File: src/rtl/iadst4_pkg.sv
package iadst4_pkg;
  parameter int unsigned LANE_W = 16;
  parameter int unsigned FRAC   = 14;
  localparam int unsigned ACC_W = 2 * LANE_W;

  typedef logic signed [LANE_W-1:0] lane_t;
  typedef logic signed [ACC_W-1:0]  acc_t;

  // Q14 sine constants
  localparam lane_t SIN1 = 16'sh14A3;
  localparam lane_t SIN2 = 16'sh26C9;
  localparam lane_t SIN3 = 16'sh3441;
  localparam lane_t SIN4 = 16'sh3B6C;

  typedef struct packed {
    acc_t m0;  // SIN1*x0
    acc_t m1;  // SIN2*x0
    acc_t m2;  // SIN3*x1
    acc_t m3;  // SIN4*x2
    acc_t m4;  // SIN1*x2
    acc_t m5;  // SIN2*x3
    acc_t m6;  // SIN4*x3
    acc_t ms;  // SIN3*(x0-x2+x3)
  } prod_t;

  function automatic acc_t qmul(input lane_t c, input lane_t x);
    acc_t cw, xw;
    cw = acc_t'(c);
    xw = acc_t'(x);
    return cw * xw;
  endfunction

  // full-width side term, scaled by SIN3, low ACC_W bits kept
  function automatic acc_t side_term(input lane_t x0, input lane_t x2, input lane_t x3);
    acc_t tw;
    tw = acc_t'(x0) - acc_t'(x2) + acc_t'(x3);
    return tw * acc_t'(SIN3);
  endfunction

  function automatic lane_t round_narrow(input acc_t v);
    acc_t r;
    acc_t s;
    r = v + (acc_t'(1) <<< (FRAC - 1));
    s = r >>> FRAC;
    return lane_t'(s[LANE_W-1:0]);
  endfunction
endpackage

File: src/rtl/iadst4_mul.sv
module iadst4_mul
  import iadst4_pkg::*;
#(
  parameter bit PIPE = 1'b1
) (
  input  logic  clk,
  input  logic  rst_n,
  input  logic  vld_i,
  input  lane_t x0_i,
  input  lane_t x1_i,
  input  lane_t x2_i,
  input  lane_t x3_i,
  output logic  vld_o,
  output prod_t prod_o
);
  prod_t prod_c;

  always_comb begin
    prod_c.m0 = qmul(SIN1, x0_i);
    prod_c.m1 = qmul(SIN2, x0_i);
    prod_c.m2 = qmul(SIN3, x1_i);
    prod_c.m3 = qmul(SIN4, x2_i);
    prod_c.m4 = qmul(SIN1, x2_i);
    prod_c.m5 = qmul(SIN2, x3_i);
    prod_c.m6 = qmul(SIN4, x3_i);
    prod_c.ms = side_term(x0_i, x2_i, x3_i);
  end

  generate
    if (PIPE) begin : g_reg
      prod_t prod_q;
      logic  vld_q;
      always_ff @(posedge clk) begin
        if (!rst_n) begin
          vld_q  <= 1'b0;
          prod_q <= '0;
        end else begin
          vld_q <= vld_i;
          if (vld_i) prod_q <= prod_c;
        end
      end
      assign vld_o  = vld_q;
      assign prod_o = prod_q;

      // equal x0 and x2 with x3 zero cancels the side term
      a_r3_side_zero: assert property (@(posedge clk) disable iff (!rst_n)
        (vld_i && x0_i == x2_i && x3_i == '0) |=> (prod_o.ms == '0));
    end else begin : g_comb
      assign vld_o  = vld_i;
      assign prod_o = prod_c;
    end
  endgenerate
endmodule

File: src/rtl/iadst4_sum_round.sv
module iadst4_sum_round
  import iadst4_pkg::*;
(
  input  logic  clk,
  input  logic  rst_n,
  input  logic  vld_i,
  input  prod_t prod_i,
  output logic  vld_o,
  output lane_t y0_o,
  output lane_t y1_o,
  output lane_t y2_o,
  output lane_t y3_o
);
  acc_t sum_a, sum_b;
  acc_t pre0, pre1, pre2, pre3;

  always_comb begin
    sum_a = prod_i.m0 + prod_i.m3 + prod_i.m5;
    sum_b = prod_i.m1 - prod_i.m4 - prod_i.m6;
    pre0  = sum_a + prod_i.m2;
    pre1  = sum_b + prod_i.m2;
    pre2  = prod_i.ms;
    pre3  = sum_a + sum_b - prod_i.m2;
  end

  always_ff @(posedge clk) begin
    if (!rst_n) begin
      vld_o <= 1'b0;
      y0_o  <= '0;
      y1_o  <= '0;
      y2_o  <= '0;
      y3_o  <= '0;
    end else begin
      vld_o <= vld_i;
      if (vld_i) begin
        y0_o <= round_narrow(pre0);
        y1_o <= round_narrow(pre1);
        y2_o <= round_narrow(pre2);
        y3_o <= round_narrow(pre3);
      end
    end
  end

  // anything below half a step in magnitude rounds to zero
  logic small0, small3;
  assign small0 = (pre0 >= -acc_t'(8192)) && (pre0 <= acc_t'(8191));
  assign small3 = (pre3 >= -acc_t'(8192)) && (pre3 <= acc_t'(8191));

  a_r5_small_to_zero: assert property (@(posedge clk) disable iff (!rst_n)
    (vld_i && small0 && small3) |=> (y0_o == '0 && y3_o == '0));
endmodule

File: src/rtl/iadst4_lane.sv
module iadst4_lane
  import iadst4_pkg::*;
#(
  parameter bit PIPE_MUL = 1'b1
) (
  input  logic                      clk,
  input  logic                      rst_n,
  input  logic                      in_vld,
  input  logic signed [LANE_W-1:0]  in_x0,
  input  logic signed [LANE_W-1:0]  in_x1,
  input  logic signed [LANE_W-1:0]  in_x2,
  input  logic signed [LANE_W-1:0]  in_x3,
  output logic                      out_vld,
  output logic signed [LANE_W-1:0]  out_y0,
  output logic signed [LANE_W-1:0]  out_y1,
  output logic signed [LANE_W-1:0]  out_y2,
  output logic signed [LANE_W-1:0]  out_y3
);
  localparam int unsigned LAT = 1 + int'(PIPE_MUL);

  logic  mid_vld;
  prod_t mid_prod;

  iadst4_mul #(.PIPE(PIPE_MUL)) i_mul (
    .clk    (clk),
    .rst_n  (rst_n),
    .vld_i  (in_vld),
    .x0_i   (in_x0),
    .x1_i   (in_x1),
    .x2_i   (in_x2),
    .x3_i   (in_x3),
    .vld_o  (mid_vld),
    .prod_o (mid_prod)
  );

  iadst4_sum_round i_sum (
    .clk    (clk),
    .rst_n  (rst_n),
    .vld_i  (mid_vld),
    .prod_i (mid_prod),
    .vld_o  (out_vld),
    .y0_o   (out_y0),
    .y1_o   (out_y1),
    .y2_o   (out_y2),
    .y3_o   (out_y3)
  );

  generate
    if (LAT == 2) begin : g_lat2
      a_r7_latency: assert property (@(posedge clk) disable iff (!rst_n)
        in_vld |=> ##1 out_vld);
      a_r7_no_extra: assert property (@(posedge clk) disable iff (!rst_n)
        !in_vld |=> ##1 !out_vld);
    end else begin : g_lat1
      a_r7_latency: assert property (@(posedge clk) disable iff (!rst_n)
        in_vld |=> out_vld);
      a_r7_no_extra: assert property (@(posedge clk) disable iff (!rst_n)
        !in_vld |=> !out_vld);
    end
  endgenerate

  a_r8_hold: assert property (@(posedge clk) disable iff (!rst_n)
    !out_vld |-> ($stable(out_y0) && $stable(out_y1) && $stable(out_y2) && $stable(out_y3)));
endmodule

File: config.mk
export PLATFORM = sky130hd
export DESIGN_NAME = iadst4_lane
export DESIGN_NICKNAME = d
export VERILOG_FILES = /design/src/rtl/iadst4_pkg.sv /design/src/rtl/iadst4_mul.sv /design/src/rtl/iadst4_sum_round.sv /design/src/rtl/iadst4_lane.sv
export SDC_FILE = /design/constraint.sdc
export NUM_CORES = 2
export LEC_CHECK = 0
export BUFFER_PORTS_ARGS = -buffer_cell sky130_fd_sc_hd__buf_2
export CORE_MARGIN = 4
export CORE_UTILIZATION = 35
export CTS_CLUSTER_SIZE = 14
export DETAILED_ROUTE_END_ITERATION = 8
export HOLD_SLACK_MARGIN = 0.03
export MAX_ROUTING_LAYER = met4
export PLACE_DENSITY_LB_ADDON = 0.08
export SLEW_MARGIN = 0
export SYNTH_ARGS = -nofsm -noshare
export SYNTH_HDL_FRONTEND = slang
export SYNTH_SLANG_ARGS = --single-unit
File: constraint.sdc
create_clock -name clk -period 10.1 [get_ports clk]
set_input_delay 1.01 -clock clk [delete_from_list [all_inputs] [get_ports clk]]
set_output_delay 1.01 -clock clk [all_outputs]
set_load 0.02 [all_outputs]
==> run metrics <==
status complete, no violations; Async SR Flop Fraction 0%; root buf cell clkbuf_16; CP startpoint kind primary input; CP dominant cell by count ha_1; antenna-violating nets left 0; later-pin clock latency in the skew report 630 ps; worst slack, placed 1140 ps; post-synthesis cell count 5498; initial antenna violation count 8; via count 36300; Die Y-Extent 387 µm; Final Setup Violations 0; Pins Over Slew Limit 0; Synth Register Bits 284; Clk pin slew, worst setup/hold paths 70 ps; CTS tree yes; IO Pins 132; DP Area 0.0531 mm²; Sequential Area 0.00569 mm²; Fillers 14600; CP peak stage delay 550 ps; Core Area 0.142 mm²; DRT iter0 DRCs 1525; critical path's top delay family adder cells; Data required, critical path 10620 ps; CTS buffer count 42; CTS Hold Bufs 0; RSZ-0062 raised after global routing no; layout cells sized above 1 4.68%; initial core utilization 35.4%; CP Capture Type flop; crit-path max FO 6; final worst path period share 81.3%; Worst slew margin 23.2%; synthesized area 0.0502 mm²; Die ar. 0.149 mm²; first-pass GRT wire length 237 mm; Fin Setup TNS 0 ps; fin area 0.0546 mm²; Multi-input gate area 0.0394 mm²; final core occ 38.5%; Final min period 8210 ps; Slowest cell on crit path fa_1; final hold violations 0; synthesized net count 7206; Hold WC Path Type flop to flop; Nets 7323; Final WS setup 1890 ps; Post-synth EDFFs 0; fmax 122 MHz; CP Class primary input to flop; WL per Instance 20.3 µm; mean post-synth cell area 9.13 µm²; GRT Total Usage 21.3%; skew final 33.0 ps; sequential fraction of the synthesis area 11.3%; total gr overflow 0; crit path buf inv count 4; worst slew pin tran 1140 ps; Detail Placement HPWL 131 mm; Primary FF master, synth dfxtp_1; # rows 138; via/cell ratio 4.81; max-capacitance violation count 0; Resized cells post-CTS 0; Post CTS Setup Buffer Count 0; Netlist cell types 76; Worst EP arrival 8730 ps; drt drc 0; pin count of the biggest net entering global routing 80; Area Growth Syn to Fin 8.89%; synth top area cells fa_1 25%, ha_1 25%, dfxtp_1 11%; number of global-route vias before repair 38300; Placer Congestion 0.873; overall routed net length 153 mm; Yosys top cell area share 25.3%; CTS Buffer Depth 3; cell taking the most area after synthesis fa_1; IO buf count 131; chip width 387 µm; CTS Sinks 284; Detailed Routing Iterations Pass 1 5; H-tree Lvls 2; YS warnings 0
==> worst reg2reg max path: stages, from the launching register on <==
cell,delay [ps]
dfxtp_1,500
fa_1,490
ha_1,290
a21o_1,170
a21oi_1,230
o211ai_1,220
a2111o_1,450
a21o_1,210
a21o_1,180
a21o_1,190
a21o_1,190
a21o_1,260
xnor2_1,190
fa_1,510
inv_1,40
ha_1,170
ha_1,340
a211o_1,300
o41ai_1,940
a21boi_1,280
o41ai_1,800
nor2_1,110
a211oi_1,230
xnor3_1,260
o21ai_1,120
==> sequential cells by signal, indices dropped and copies added (netlist names) <==
| register | count |
|---|---|
| i_mul.prod_o | 218 |
| i_sum.y0_o | 16 |
| i_sum.y1_o | 16 |
| i_sum.y2_o | 16 |
| i_sum.y3_o | 16 |
| i_mul.vld_o | 1 |
| i_sum.vld_o | 1 |
==> logic make-up after synthesis <==
| group | count (synthesis) | synth area share [%] |
|---|---|---|
| xor gates and xnor gates | 381 | 6.69 |
| and+or+nand+nor | 815 | 7.31 |
| buffers and inverters | 1347 | 10.1 |
| muxes | 137 | 2.74 |
| adders and majority gates | 1641 | 50.4 |
| AOI/OAI and AO/OA | 893 | 11.5 |
| DFF | 284 | 11.3 |
==> worst paths after layout <==
check               startpoint                end  slack [ps]  cells past startpoint
min          i_mul.prod_o[123]  i_mul.prod_o[123]         450                      2
max reg2reg   i_mul.prod_o[96]     i_sum.y3_o[15]        2340                     24
max                   in_x3[0]   i_mul.prod_o[29]        1890                     28
min reg2reg  i_mul.prod_o[123]  i_mul.prod_o[123]         450                      2
==> cell type report <==
type | instances | share of cell area [%]
Multi-Input combinational cell | 3867 | 72.2
Sequential cell | 284 | 10.4
Inverter | 1266 | 8.71
Tap cell | 1890 | 4.33
Clock buffer | 53 | 2.15
Timing Repair Buffer | 154 | 1.53
Clock inverter | 23 | 0.653
Antenna cell | 5 | 0.0229
==> stage by stage <==
| step | hold slack, ps | instances |
|---|---|---|
| floorplan | 425 | 5498 |
| global placement | 435 | 7461 |
| detailed placement | 444 | 7461 |
| CTS | 454 | 7537 |
| global route | 475 | 7540 |
| finish | 449 | 7542 |
==> cell usage in the layout, fill, tap and decap left out, types with 64 or more instances in the layout <==
| cell | netlist | layout |
|---|---|---|
| mux2i_1 | 136 | 136 |
| a211oi_1 | 64 | 64 |
| fa_1 | 633 | 633 |
| nor2_1 | 356 | 355 |
| xnor2_1 | 232 | 232 |
| nand2_1 | 182 | 181 |
| a21o_1 | 137 | 137 |
| buf_2 | 1 | 130 |
| ha_1 | 1008 | 1008 |
| inv_1 | 1264 | 1261 |
| a21oi_1 | 259 | 258 |
| o21ai_0 | 172 | 172 |
| xor2_1 | 147 | 147 |
| dfxtp_1 | 284 | 283 |
==> metal layers <==
layer  up-vias  global-route usage [%]  part of all wire [%]
met5         -                       -                     0
met4         0                    3.35                   1.7
met3       101                    1.95                   2.5
met2       391                    35.3                    47
met1     17700                    28.8                    49
li1      18100                       -                     -
==> cells in the mapped netlist, drive strengths merged (8+ instances only) <==
library cell and instances:
inv 1264, ha 1008, fa 633, nor2 356
dfxtp 284, a21oi 259, xnor2 233, nand2 182
o21ai 181, xor2 147, a21o 137, mux2i 136
a211oi 64, clkbuf 62, nand3 54, o21bai 47
nor3 46, and3 38, a31oi 37, o21a 36
nor2b 27, nand2b 22, nand4 21, buf 19
and2 18, or3 16, o211ai 15, a211o 14
or2 13, o31ai 11, a21boi 9, a221o 8
a31o 8, o41ai 8
Power is not shown: default switching activity piles up to over one toggle a cycle in this logic, so the estimate is an artifact.
